`src/rtl/mpx_uart_pkg.sv`:
```
`timescale 1ns/1ps
package mpx_uart_pkg;

    typedef enum logic [1:0] {
        RX_IDLE,
        RX_DATA,
        RX_TAG,
        RX_STOP
    } rx_st_e;

    typedef enum logic [1:0] {
        TX_IDLE,
        TX_WAIT,
        TX_SHIFT
    } tx_st_e;

endpackage

```
`src/rtl/mpx_uart_rx.sv`:
```
`timescale 1ns/1ps
// Deframer: start, DATA_W bits LSB first, tag, stop. One sample per tick.
module mpx_uart_rx
    import mpx_uart_pkg::*;
#(
    parameter int DATA_W = 8
) (
    input  logic              clk,
    input  logic              rst_n,
    input  logic              bit_tick,
    input  logic              rxd,
    output logic              ch_valid,
    output logic              ch_ferr,
    output logic [DATA_W-1:0] ch_data,
    output logic              ch_tag
);
    localparam int CNT_W = (DATA_W > 1) ? $clog2(DATA_W) : 1;

    typedef struct packed {
        rx_st_e            st;
        logic [CNT_W-1:0]  cnt;
        logic [DATA_W-1:0] sh;
        logic              tag;
        logic              vld;
        logic              ferr;
    } rx_s;

    localparam rx_s RX_RST = '{st: RX_IDLE, cnt: '0, sh: '0, tag: 1'b0, vld: 1'b0, ferr: 1'b0};

    rx_s rx_d, rx_q;

    always_comb begin
        rx_d      = rx_q;
        rx_d.vld  = 1'b0;
        rx_d.ferr = 1'b0;
        if (bit_tick) begin
            unique case (rx_q.st)
                RX_IDLE: begin
                    if (!rxd) begin
                        rx_d.st  = RX_DATA;
                        rx_d.cnt = '0;
                    end
                end
                RX_DATA: begin
                    rx_d.sh = {rxd, rx_q.sh[DATA_W-1:1]};
                    if (rx_q.cnt == CNT_W'(DATA_W - 1)) begin
                        rx_d.st = RX_TAG;
                    end else begin
                        rx_d.cnt = rx_q.cnt + CNT_W'(1);
                    end
                end
                RX_TAG: begin
                    rx_d.tag = rxd;
                    rx_d.st  = RX_STOP;
                end
                RX_STOP: begin
                    rx_d.vld  = rxd;
                    rx_d.ferr = !rxd;
                    rx_d.st   = RX_IDLE;
                end
                default: rx_d.st = RX_IDLE;
            endcase
        end
    end

    always_ff @(posedge clk or negedge rst_n) begin
        if (!rst_n) begin
            rx_q <= RX_RST;
        end else begin
            rx_q <= rx_d;
        end
    end

    assign ch_valid = rx_q.vld;
    assign ch_ferr  = rx_q.ferr;
    assign ch_data  = rx_q.sh;
    assign ch_tag   = rx_q.tag;

endmodule

```
`src/rtl/mpx_uart_filter.sv`:
```
`timescale 1ns/1ps
// Station filter and receive holding register.
module mpx_uart_filter #(
    parameter int DATA_W = 8
) (
    input  logic              clk,
    input  logic              rst_n,
    input  logic              ch_valid,
    input  logic              ch_ferr,
    input  logic [DATA_W-1:0] ch_data,
    input  logic              ch_tag,
    input  logic [DATA_W-1:0] station_addr,
    input  logic              filt_set,
    input  logic              filt_clr,
    input  logic              msg_end,
    output logic              rx_valid,
    output logic              rx_ferr,
    output logic [DATA_W-1:0] rx_data,
    output logic              rx_tag,
    output logic              filt_mode
);
    typedef struct packed {
        logic              filt;
        logic              vld;
        logic              ferr;
        logic [DATA_W-1:0] data;
        logic              tag;
    } flt_s;

    localparam flt_s FLT_RST = '{filt: 1'b1, vld: 1'b0, ferr: 1'b0, data: '0, tag: 1'b0};

    flt_s flt_d, flt_q;

    always_comb begin
        flt_d      = flt_q;
        flt_d.vld  = 1'b0;
        flt_d.ferr = ch_ferr;

        // software strobes: raising wins over clearing
        if (filt_set || msg_end) begin
            flt_d.filt = 1'b1;
        end else if (filt_clr) begin
            flt_d.filt = 1'b0;
        end

        if (ch_valid) begin
            if (ch_tag) begin
                // address: always delivered, re-evaluates the selection
                flt_d.vld  = 1'b1;
                flt_d.data = ch_data;
                flt_d.tag  = 1'b1;
                flt_d.filt = (ch_data != station_addr);
            end else if (!flt_q.filt) begin
                flt_d.vld  = 1'b1;
                flt_d.data = ch_data;
                flt_d.tag  = 1'b0;
            end
        end
    end

    always_ff @(posedge clk or negedge rst_n) begin
        if (!rst_n) begin
            flt_q <= FLT_RST;
        end else begin
            flt_q <= flt_d;
        end
    end

    assign rx_valid  = flt_q.vld;
    assign rx_ferr   = flt_q.ferr;
    assign rx_data   = flt_q.data;
    assign rx_tag    = flt_q.tag;
    assign filt_mode = flt_q.filt;

endmodule

```
`src/rtl/mpx_uart_tx.sv`:
```
`timescale 1ns/1ps
// Serialiser: waits for a tick, then one bit per tick.
module mpx_uart_tx
    import mpx_uart_pkg::*;
#(
    parameter int DATA_W = 8
) (
    input  logic              clk,
    input  logic              rst_n,
    input  logic              bit_tick,
    input  logic              tx_go,
    input  logic [DATA_W-1:0] tx_data,
    input  logic              tx_tag,
    output logic              txd,
    output logic              tx_busy
);
    localparam int FRAME_W = DATA_W + 3;
    localparam int FCNT_W  = $clog2(FRAME_W);

    typedef struct packed {
        tx_st_e             st;
        logic [FCNT_W-1:0]  cnt;
        logic [FRAME_W-1:0] sh;
        logic               line;
    } tx_s;

    localparam tx_s TX_RST = '{st: TX_IDLE, cnt: '0, sh: '1, line: 1'b1};

    tx_s tx_d, tx_q;

    always_comb begin
        tx_d = tx_q;
        unique case (tx_q.st)
            TX_IDLE: begin
                tx_d.line = 1'b1;
                if (tx_go) begin
                    tx_d.sh = {1'b1, tx_tag, tx_data, 1'b0};
                    tx_d.st = TX_WAIT;
                end
            end
            TX_WAIT: begin
                if (bit_tick) begin
                    tx_d.st   = TX_SHIFT;
                    tx_d.cnt  = '0;
                    tx_d.line = tx_q.sh[0];
                end
            end
            TX_SHIFT: begin
                if (bit_tick) begin
                    if (tx_q.cnt == FCNT_W'(FRAME_W - 1)) begin
                        tx_d.st   = TX_IDLE;
                        tx_d.line = 1'b1;
                    end else begin
                        tx_d.sh   = {1'b1, tx_q.sh[FRAME_W-1:1]};
                        tx_d.line = tx_q.sh[1];
                        tx_d.cnt  = tx_q.cnt + FCNT_W'(1);
                    end
                end
            end
            default: tx_d.st = TX_IDLE;
        endcase
    end

    always_ff @(posedge clk or negedge rst_n) begin
        if (!rst_n) begin
            tx_q <= TX_RST;
        end else begin
            tx_q <= tx_d;
        end
    end

    assign txd     = tx_q.line;
    assign tx_busy = (tx_q.st != TX_IDLE);

endmodule

```
`src/rtl/mpx_uart.sv`:
```
`timescale 1ns/1ps
module mpx_uart #(
    parameter int DATA_W = 8
) (
    input  logic              clk,
    input  logic              rst_n,
    input  logic              bit_tick,
    input  logic              rxd,
    output logic              txd,
    input  logic              tx_go,
    input  logic [DATA_W-1:0] tx_data,
    input  logic              tx_tag,
    output logic              tx_busy,
    input  logic [DATA_W-1:0] station_addr,
    input  logic              filt_set,
    input  logic              filt_clr,
    input  logic              msg_end,
    output logic              rx_valid,
    output logic [DATA_W-1:0] rx_data,
    output logic              rx_tag,
    output logic              rx_ferr,
    output logic              filt_mode
);
    logic              ch_valid;
    logic              ch_ferr;
    logic [DATA_W-1:0] ch_data;
    logic              ch_tag;

    mpx_uart_rx #(.DATA_W(DATA_W)) u_rx (
        .clk      (clk),
        .rst_n    (rst_n),
        .bit_tick (bit_tick),
        .rxd      (rxd),
        .ch_valid (ch_valid),
        .ch_ferr  (ch_ferr),
        .ch_data  (ch_data),
        .ch_tag   (ch_tag)
    );

    mpx_uart_filter #(.DATA_W(DATA_W)) u_filter (
        .clk          (clk),
        .rst_n        (rst_n),
        .ch_valid     (ch_valid),
        .ch_ferr      (ch_ferr),
        .ch_data      (ch_data),
        .ch_tag       (ch_tag),
        .station_addr (station_addr),
        .filt_set     (filt_set),
        .filt_clr     (filt_clr),
        .msg_end      (msg_end),
        .rx_valid     (rx_valid),
        .rx_ferr      (rx_ferr),
        .rx_data      (rx_data),
        .rx_tag       (rx_tag),
        .filt_mode    (filt_mode)
    );

    mpx_uart_tx #(.DATA_W(DATA_W)) u_tx (
        .clk      (clk),
        .rst_n    (rst_n),
        .bit_tick (bit_tick),
        .tx_go    (tx_go),
        .tx_data  (tx_data),
        .tx_tag   (tx_tag),
        .txd      (txd),
        .tx_busy  (tx_busy)
    );

endmodule

```
`config.mk`:
```
export PLATFORM = sky130hd
export DESIGN_NAME = mpx_uart
export DESIGN_NICKNAME = d
export VERILOG_FILES = /design/src/rtl/mpx_uart_pkg.sv /design/src/rtl/mpx_uart_rx.sv /design/src/rtl/mpx_uart_filter.sv /design/src/rtl/mpx_uart_tx.sv /design/src/rtl/mpx_uart.sv
export SDC_FILE = /design/constraint.sdc
export NUM_CORES = 1
export LEC_CHECK = 0
export BUFFER_PORTS_ARGS = -buffer_cell sky130_fd_sc_hd__buf_2
export CORE_ASPECT_RATIO = 1.5
export CORE_MARGIN = 5
export CORE_UTILIZATION = 45
export CTS_BUF_LIST = sky130_fd_sc_hd__clkbuf_16
export CTS_CLUSTER_SIZE = 20
export DETAILED_ROUTE_END_ITERATION = 10
export PLACE_DENSITY = 0.68
export SETUP_SLACK_MARGIN = 0.05
export SLEW_MARGIN = 5
export SYNTH_ARGS = -nofsm -noshare
export SYNTH_HDL_FRONTEND = slang
export SYNTH_SLANG_ARGS = --single-unit
```
`constraint.sdc`:
```
create_clock -name clk -period 4.7 [get_ports clk]
set_input_delay 0.47 -clock clk [delete_from_list [all_inputs] [get_ports clk]]
set_output_delay 0.47 -clock clk [all_outputs]
set_load 0.02 [all_outputs]
```
# After elaboration in Yosys (flattened, before gate mapping)
# Cells that the tools add are included.
# classes
n_reduce_logical,18
addsub,2
n_eq_ne,17
muxes,27
# ops
cell,n
$pmux W11 S2,1
$mux W18,1
$mux W9,2
$reduce_and A4 Y1,4
$mux W15,1
$ne A2 B2 Y1 const B,7
$mux W2,6
$mux W11,1
$ne A8 B8 Y1,1
$pmux W2 S4,1
$pmux W4 S2,1
$reduce_bool A2 Y1,4
$mux W1,7
$eq A2 B2 Y1 const B,3
$mux W6,1
$pmux W2 S3,1
$pmux W3 S2,1
$reduce_and A2 Y1,3
$reduce_and A3 Y1,2
$mux W5,1
$add A4 B1 Y4 const B,1
$eq A2 B1 Y1 const B,2
$eq A4 B4 Y1 const B,1
$logic_not A2 Y1,2
other kinds (8),9
# totals
reg_bits,46
inputBits,25
out_inout_bits,14

# Longest topological paths before layout
# Gate-level depths: netlist of run 1.
# logic_depth
depth_word,4
depth_mapped,8
mapped_depth_nobuf,6

# Hierarchy
# From an unflattened synthesis of run 1, not the netlist that was laid out.
# unflattened
cells_unflattened,220
area_unflattened_um2,2429.8
# by_module_without_submodules
mod,area_per_inst_um2,cells_each,instances
mpx_uart_tx,1098.6,116,1
mpx_uart_rx,794.5,63,1
mpx_uart_filter,536.8,41,1

# Worst setup path after synthesis of run 1
# OpenSTA, ideal clock, no wires.
# synth_timing
path_type,flip-flop to flip-flop
startpoint,register u_tx.tx_q[16] (netlist name)
endpoint,register u_tx.tx_q[16] (netlist name)
arrival_ns,1.462
path_buffers,1
stages_incl_launch_ff,8
setup_slack_ns,3.113
required_time_ns,4.575
cell_sequence,dfrtp_1 -> inv_1 -> ha_1 -> buf_4 -> nand2b_1 -> and2_4 -> o211a_1 -> mux2_4
# synth_between
elab_chain_len,3
word_cells_on_any_way,9
# synth_lines
item,line_no,source
start: declaration,mpx_uart_tx.sv:29,"tx_s tx_d, tx_q;"
start signal: assignment,mpx_uart_tx.sv:68,tx_q <= tx_d;
$eq A2 B2 Y1 (tied with other cells),mpx_uart_tx.sv:33,unique case (tx_q.st)
$ne A2 B1 Y1 (no source line) / $ne A2 B2 Y1 (equally long branches),n/a,
$reduce_and A4 Y1 (no source line),n/a,
# Parallel ways exist; a longest one is shown, timed or not.
# A chain may end at the register's enable or synchronous reset.

# Worst setup path after layout of run 1
# Ends and elaborated chain as after synthesis.

==> impl_metrics.tcl, run 1 <==
set metrics [dict create \
    grt_pass1_wl_um 8240 \
    ys_seq_area_frac 0.486 \
    drc 0 \
    internal_power_w 0.00122 \
    initial_core_util 0.458 \
    fin_nets 291 \
    cts_setup_buffers 0 \
    fill_cells 490 \
    fmax_mhz 434 \
    power_switching_w 0.000680 \
    async_flop_share 1.00 \
    postCtsResizedCells 0 \
    die_h_um 98.5 \
    crit_arrival_ns 2.47 \
    max_slew_margin 0.351 \
    cts_tree "done" \
    grt_pass1_vias 1875 \
    drt_wl_total_um 4560 \
    finalCoreUtilization 0.542 \
    cts_inserted_buffers 5 \
    wl_per_cell_um 14.2 \
    hpwl_um 3190 \
    synth_area_per_cell_um2 11.0 \
    drt-initial-drc-count 89 \
    crit_type "flop to flop" \
    power_density_mw_per_mm2 684 \
    clock_latency_ns 0.28 \
    cts_sinks 45 \
    port_buffers 38 \
    synth_area_leaders "dfrtp_1 35%, dfstp_2 13%, ha_1 7.5%, mux2_2 5.8%, o22ai_1 4.5%" \
    routabilityCongestion 0.800 \
    ant_nets 0 \
    combPwrFrac 0.380 \
    fin_crit_ns 2.30 \
    reg2reg_to "u_tx.tx_q[16]$_DFFE_PN0P_" \
    num_antenna_cells 0 \
    cts-root-buf "clkbuf_16" \
    netlist_instances 214 \
    io_pins 39 \
    synth_top_cell_by_area "dfrtp_1" \
    clockBufferDepth 2 \
    rsz0062_at_grt "false" \
    setup_viol 0 \
    r2r_cells 6 \
    grt_max_degree 46 \
    p_leak_nw 1.35 \
    critPathCaptureType "flop" \
    max_cap_viol_count 0 \
    rr_startpoint "u_tx.tx_q[16]$_DFFE_PN0P_" \
    dp.cells 313 \
    grt.total_usage 0.146 \
    die_w_um 69 \
    timing.final.ws_setup_ns 2.40 \
    synth_flop_cell "dfrtp_1" \
    syn_nets 253 \
    clk_pin_slew_ns 0.06 \
    hold_class "input pin to asynchronous set/reset pin" \
    ys_seq_elements 45 \
    power.share.switching 0.358 \
    rows 32 \
    pwr-share-clk 0.234 \
    fin_worst_skew_ns 0.00317 \
    antenna_found_initial 0 \
    ys_types 42 \
    pre_cts_slack_ns 2.43 \
    cts_hold_buf 0 \
    synth_area_mm2 0.00235 \
    worst_setup_path_start_kind "flop" \
    postLayoutCellArea_mm2 0.00278 \
    die-area_mm2 0.00680 \
    vdd_drop_max_mv 0.326 \
    drive_gt1_frac 0.312 \
    drtPass1Iterations 4 \
    fin_crit_sh 0.490 \
    yosysTopAreaCellShare 0.351 \
    drv_slew 0 \
    rrSetupSlack_ns 2.40 \
    required_ns 4.87 \
    design.core.area_mm2 0.00512 \
    cp_max_fo 28 \
    outcome "finished clean" \
    dpl_cell_area_mm2 0.00258 \
    pwr-share-seq 0.386 \
    synth_edf_count 0 \
    instances_no_fill 321 \
    worstMarginPinSlew_ns 0.973 \
    grt_overflow 0 \
    fin_setup_tns_ns 0 \
    area_growth_pct 18.1 \
    ys_warn_count 0 \
    hold_viol_final 0 \
    vias 1732 \
    htree_levels 2 \
    post_drt_via_cell_ratio 5.40 \
]
==> state kept, by name (all words and copies together) (netlist names), 5 cells and up <==
signal            flops
u_rx.rx_q             5
u_filter.rx_data      8
u_rx.ch_data          8
u_tx.tx_q            16
==> final cells by class <==
| cell class | instances | area (µm²) | area share |
|---|---|---|---|
| timing repair buffer | 38 | 190 | 0.0685 |
| inverter | 16 | 60.1 | 0.0216 |
| clock buffer | 5 | 125 | 0.0451 |
| multi-input combinational | 146 | 1110 | 0.399 |
| clock inverter | 3 | 65.1 | 0.0234 |
| tap | 68 | 85.1 | 0.0307 |
| sequential | 45 | 1140 | 0.411 |
==> cells in the mapped netlist, types with 2 or more instances <==
master	number
dfrtp_1	33
o22ai_1	17
ha_1	14
a21oi_1	12
nand2b_1	2
nand2_1	17
o21ai_1	10
mux2_1	6
o22a_1	4
buf_2	2
a22o_1	7
dfstp_2	12
xor2_1	8
clkbuf_1	2
nor2_1	5
nor4_1	2
inv_1	15
o21ai_0	4
buf_4	3
mux2_2	12
nand4_1	2
a31oi_1	5
==> critical path: stages (launching register included) <==
cell	delay, ns
dfrtp_1	0.41
inv_1	0.12
ha_1	0.77
nand2b_1	0.19
and2_4	0.24
o211a_1	0.16
mux2_4	0.30
==> power by group through the flow <==
stage | Combinational [W] | Sequential (W) | Clock [W]
floorplan | 0.000520 | 0.000758 | 0
global placement | 0.000705 | 0.000735 | 0
detailed placement | 0.000723 | 0.000741 | 0
CTS | 0.000730 | 0.000737 | 0.000455
global route | 0.000817 | 0.000767 | 0.000471
finish | 0.000721 | 0.000733 | 0.000445
==> cell usage in the layout (no fill, tap or decap), types with 2 or more instances in the layout <==
master and n:
a21oi_1 12, a22o_1 7, a31oi_1 5, buf_2 38, bufinv_16 2, clkbuf_16 5, dfrtp_1 33, dfstp_2 12
ha_1 14, inv_1 15, mux2_1 6, mux2_2 12, nand2_1 17, nand2b_1 2, nand4_1 2, nor2_1 5
nor4_1 2, o21ai_0 4, o21ai_1 10, o22a_1 4, o22ai_1 17, xor2_1 8
==> cells by family (layout without fill, tap and decap cells) <==
family,count (synthesis),in the layout,share of synthesized area
AOI/OAI and AO/OA,67,67,0.186
xor gates and xnor gates,8,8,0.0298
adders and majority gates,14,14,0.0745
buffers and inverters,23,62,0.0426
DFF,45,45,0.486
muxes,20,20,0.0969
and+or+nand+nor,37,37,0.0841
==> worst max-delay path by stage <==
stage / start / endpoint / slack (ns)
4_1_cts: u_tx.tx_q[16]$_DFFE_PN0P_ / u_tx.tx_q[16]$_DFFE_PN0P_ / 2.43
2_1_floorplan: u_tx.tx_q[16]$_DFFE_PN0P_ / u_tx.tx_q[16]$_DFFE_PN0P_ / 3.11
6_report: u_tx.tx_q[16]$_DFFE_PN0P_ / u_tx.tx_q[16]$_DFFE_PN0P_ / 2.40
3_5_place_dp: u_tx.tx_q[16]$_DFFE_PN0P_ / u_tx.tx_q[16]$_DFFE_PN0P_ / 2.43
3_3_place_gp: u_tx.tx_q[16]$_DFFE_PN0P_ / u_tx.tx_q[16]$_DFFE_PN0P_ / 2.54
5_1_grt: u_tx.tx_q[16]$_DFFE_PN0P_ / u_tx.tx_q[16]$_DFFE_PN0P_ / 2.23
==> metal layers <==
metal	routed length [µm]	track usage
met1	1900	0.162
met2	2360	0.263
met3	211	0.0327
met4	77	0.0647
met5	0	0
==> per-stage QoR <==
stage          hold slack [ns]  total power (W)
2_1_floorplan            0.174          0.00128
3_3_place_gp             0.338          0.00144
3_5_place_dp             0.337          0.00146
4_1_cts                  0.353          0.00192
5_1_grt                  0.364          0.00206
6_report                 0.346          0.00190
(Power assumes the default switching activity.)
==> inputs of run 2 (changes only) <==
- clock period: 4.7 -> 2.2 ns (I/O delays scaled with it)
==> impl_metrics.tcl, run 2 (synthesis gave the netlist of run 1 again) <==
set metrics [dict create \
    critPathCaptureType "flop" \
    initial_core_util 0.458 \
    cts_hold_buf 0 \
    rsz0062_at_grt "false" \
    hpwl_um 3260 \
    p_leak_nw 1.35 \
    vdd_drop_max_mv 0.744 \
    fin_crit_ns 1.68 \
    die-area_mm2 0.00680 \
    grt_overflow 0 \
    area_growth_pct 17.9 \
    cts-root-buf "clkbuf_16" \
    dr_wl_met2_um 2360 \
    final_cell_mix "38 x buf_2, 33 x dfrtp_1, 17 x o22ai_1, 17 x nand2_1, 16 x inv_1" \
    rows 32 \
    drc 0 \
    worst_setup_path_start_kind "flop" \
    required_ns 2.36 \
    drt-initial-drc-count 63 \
    clock_latency_ns 0.28 \
    crit_arrival_ns 1.84 \
    routabilityCongestion 0.817 \
    layout_commonest_cell "buf_2" \
    top_register "u_tx.tx_q" \
    cts_sinks 45 \
    htree_levels 2 \
    crit_type "flop to flop" \
    outcome "finished clean" \
    fin_setup_tns_ns 0 \
    max_cap_viol_count 0 \
    dpl_cell_area_mm2 0.00261 \
    port_buffers 38 \
    vias 1762 \
    io_pins 39 \
    postLayoutCellArea_mm2 0.00277 \
    clk_pin_slew_ns 0.06 \
    grt_pass1_vias 1785 \
    grt_pass1_wl_um 8010 \
    fin_worst_skew_ns 0.00552 \
    post_drt_via_cell_ratio 5.44 \
    die_h_um 98.5 \
    pre_cts_slack_ns 0.551 \
    die_w_um 69 \
    fin_crit_sh 0.764 \
    hold_class "input pin to asynchronous set/reset pin" \
    fin_nets 294 \
    cts_tree "done" \
    cts_inserted_buffers 5 \
    antenna_found_initial 0 \
    grt.total_usage 0.141 \
    drv_slew 0 \
    max_slew_margin 0.625 \
    top_layer "met4" \
    timing.final.ws_setup_ns 0.519 \
    power_density_mw_per_mm2 1430 \
    drive_gt1_frac 0.313 \
    fmax_mhz 595 \
    m1WireLength_um 1880 \
    dr_wl_met3_um 247 \
    wl_per_cell_um 14.0 \
    cts_setup_buffers 0 \
    setup_viol 0 \
    design.core.area_mm2 0.00512 \
    cp_max_fo 27 \
    largest_reg_flops 16 \
    drt_wl_total_um 4550 \
    worstMarginPinSlew_ns 0.562 \
    ant_nets 0 \
    postCtsResizedCells 0 \
    hold_viol_final 0 \
    grt_max_degree 46 \
    num_antenna_cells 0 \
    drtPass1Iterations 4 \
    clockBufferDepth 2 \
]
## run 2: critical path: stages (launching register included)
cell     delay [ns]
dfrtp_1        0.41
inv_1          0.11
ha_1           0.18
buf_4          0.27
nand2_1        0.14
o211a_1        0.16
mux2_4         0.30
## run 2: report_power, final
group	total [W]	internal [W]	switching, W
Sequential	0.00157	0.00125	0.000314
Clock	0.000817	0.000527	0.000290
Combinational	0.00157	0.000722	0.000848
Total	0.00395	0.00250	0.00145
## run 2: layout make-up
type,instances,area [µm²]
fillers,468,2350
flip-flops and latches,45,1140
multi-input cells,146,1110
repair buffers,41,213
clock buffers,5,125
well taps,68,85.1
inverters,16,60.1
clock inverters,3,37.5
## run 2: worst paths after layout
path / cells past startpoint / start / slack [ns] / to
min in group clk: 2 / rxd / 0.16 / u_rx.ch_ferr$_DFF_PN0_
max: 6 / u_tx.tx_q[16]$_DFFE_PN0P_ / 0.52 / u_tx.tx_q[16]$_DFFE_PN0P_
min reg2reg: 0 / u_rx.ch_ferr$_DFF_PN0_ / 0.36 / u_filter.rx_ferr$_DFF_PN0_
min: 2 / rst_n / 0.008 / u_rx.rx_q[13]$_DFFE_PN0P_
max in group asynchronous: 2 / rst_n / 1.79 / u_tx.tx_q[1]$_DFFE_PN1P_
max reg2reg: 6 / u_tx.tx_q[16]$_DFFE_PN0P_ / 0.52 / u_tx.tx_q[16]$_DFFE_PN0P_
## run 2: metrics by stage
stage,util,hold slack (ns),power (W),instances
floorplan,-,-0.0756,0.00273,214
global route,0.541,0.0722,0.00426,324
CTS,0.541,0.0387,0.00400,324
detailed placement,0.509,0.340,0.00316,316
finish,0.541,0.00793,0.00395,324
global placement,0.509,0.332,0.00311,316
## run 2: metal layers
| layer | up-vias | global-route usage |
|---|---|---|
| met4 | 0 | 0.0526 |
| met5 | - | 0 |
| li1 | 860 | - |
| met1 | 837 | 0.168 |
| met3 | 7 | 0.0337 |
| met2 | 58 | 0.246 |
==> inputs of run 3 (changes only) <==
- PLACE_DENSITY: 0.68 -> 0.71
- clock period: 2.2 -> 1.5 ns (I/O delays scaled with it)
==> impl_metrics.tcl, run 3 (synthesis gave the netlist of run 1 again) <==
set metrics [dict create \
    outcome "finished clean" \
    drv_slew 0 \
    rows 32 \
    io_pins 39 \
    fin_worst_skew_ns 0.00512 \
    grt_max_degree 46 \
    clockBufferDepth 2 \
    largest_reg_flops 16 \
    timing.final.ws_setup_ns 0.0446 \
    cp_max_fo 4 \
    hold_viol_final 0 \
    rrSetupSlack_ns 0.04 \
    clock_latency_ns 0.28 \
    pwr-share-seq 0.359 \
    cts_inserted_buffers 5 \
    post_drt_via_cell_ratio 5.34 \
    num_antenna_cells 0 \
    design.core.area_mm2 0.00512 \
    die_w_um 69 \
    setup_viol 0 \
    ant_nets 0 \
    wl_per_cell_um 14.4 \
    critPathCaptureType "flop" \
    hold_path_end "u_rx.ch_ferr$_DFF_PN0_" \
    cts_sinks 45 \
    fmax_mhz 687 \
    r2r_cells 5 \
    internal_power_w 0.00399 \
    routabilityCongestion 0.803 \
    worstMarginPinSlew_ns 0.389 \
    drt-initial-drc-count 129 \
    dr_wl_met3_um 252 \
    pre_cts_slack_ns -0.0178 \
    required_ns 1.67 \
    finalCoreUtilization 0.602 \
    final_cell_mix "37 x buf_2, 32 x dfrtp_1, 17 x o22ai_1, 16 x buf_4, 15 x nand2_1" \
    fin_setup_tns_ns 0 \
    die-area_mm2 0.00680 \
    finalPower_w 0.00639 \
    dr_wl_met2_um 2570 \
    combPwrFrac 0.472 \
    clk_pin_slew_ns 0.06 \
    drt_wl_total_um 4920 \
    hold_depth 2 \
    grt.total_usage 0.152 \
    grt_pass1_vias 1887 \
    layout_commonest_cell "buf_2" \
    regArea_mm2 0.00114 \
    grt_overflow 0 \
    power_switching_w 0.00240 \
    p_leak_nw 1.47 \
    drive_gt1_frac 0.440 \
    reg2reg_to "u_tx.tx_q[16]$_DFFE_PN0P_" \
    die_h_um 98.5 \
    vdd_drop_max_mv 1.07 \
    max_cap_viol_count 0 \
    pwr-share-clk 0.169 \
    port_buffers 38 \
    max_slew_margin 0.734 \
    min_from "rxd" \
    rr_startpoint "u_tx.tx_q[17]$_DFFE_PN0P_" \
    drc 0 \
    m1WireLength_um 2020 \
    worst_setup_path_start_kind "flop" \
    cts-root-buf "clkbuf_16" \
    crit_type "flop to flop" \
    grt_pass1_wl_um 8620 \
    power.share.switching 0.376 \
    fin_nets 313 \
    rsz0062_at_grt "true" \
    initial_core_util 0.458 \
    vias 1832 \
    top_register "u_tx.tx_q" \
    htree_levels 2 \
    hold_class "input pin to flop" \
    fill_cells 467 \
    cts_tree "done" \
    top_layer "met4" \
    drtPass1Iterations 4 \
    multi_input_area_mm2 0.00124 \
    antenna_found_initial 0 \
    area_growth_pct 31.3 \
    hpwl_um 3440 \
    crit_arrival_ns 1.62 \
    fin_crit_ns 1.46 \
    fin_crit_sh 0.970 \
    power_density_mw_per_mm2 2070 \
]
==> run 3: cell types whose count changed in the layout (fill, tap and decap cells not counted), moves of 3 or more <==
cell     previous run  this run
buf_12              0         3
buf_4               3        16
ha_1               14         8
ha_2                0         4
inv_1              16        12
o21ai_1            10         7
==> run 3: critical path, cell delays in order, from the launching register on <==
cell and delay (ns):
dfrtp_2 0.46, inv_4 0.09, ha_2 0.20, inv_1 0.07
o211a_1 0.22, mux2_4 0.30
==> run 3: metal layers <==
metal,GRT usage,up-vias
li1,-,900
met1,0.174,880
met2,0.271,46
met3,0.0398,6
met4,0.0496,0
met5,0,-
==> run 3: worst max path at each step <==
stage / start / to / slack (ns) / cells past startpoint
after global placement: u_tx.tx_q[17]$_DFFE_PN0P_ / u_tx.tx_q[16]$_DFFE_PN0P_ / 0.04 / 6
after CTS: u_tx.tx_q[12]$_DFFE_PN0P_ / u_tx.tx_q[16]$_DFFE_PN0P_ / 0.03 / 6
after detailed placement: u_tx.tx_q[17]$_DFFE_PN0P_ / u_tx.tx_q[16]$_DFFE_PN0P_ / -0.02 / 6
after global routing: u_tx.tx_q[17]$_DFFE_PN0P_ / u_tx.tx_q[6]$_DFFE_PN1P_ / 0.004 / 8
after floorplan: u_tx.tx_q[16]$_DFFE_PN0P_ / u_tx.tx_q[16]$_DFFE_PN0P_ / 0.003 / 7
final: u_tx.tx_q[17]$_DFFE_PN0P_ / u_tx.tx_q[16]$_DFFE_PN0P_ / 0.04 / 5
==> run 3: area by class of cell <==
class	instances	area share
multi-input combinational	146	0.401
sequential	45	0.370
timing repair buffer	60	0.134
clock buffer	5	0.0406
tap	68	0.0276
inverter	16	0.0203
clock inverter	3	0.00689
==> run 3: stage by stage <==
stage	hold WS, ns	cells	cell area (µm²)
2_1_floorplan	-0.146	214	2400
3_3_place_gp	0.148	326	2760
3_5_place_dp	0.149	326	2760
4_1_cts	0.0865	339	2970
5_1_grt	0.124	343	3090
6_report	0.111	343	3090
==> run 3: repair_timing <==
action / CTS / global route
hold endpoints to repair: 33 / 0
endpoints found under the setup margin: 11 / 34
gates resized for setup: 5 / 23
buffers inserted: 4 / 4
hold buffers: 1 / 0
pin swaps: 2 / 12
==> run 3: power groups by stage <==
| stage | clock network, W | registers, W | logic (W) |
|---|---|---|---|
| finish | 0.00108 | 0.00230 | 0.00302 |
| CTS | 0.00110 | 0.00228 | 0.00279 |
| detailed placement | 0 | 0.00230 | 0.00267 |
| floorplan | 0 | 0.00239 | 0.00170 |
| global route | 0.00117 | 0.00238 | 0.00332 |
| global placement | 0 | 0.00228 | 0.00259 |
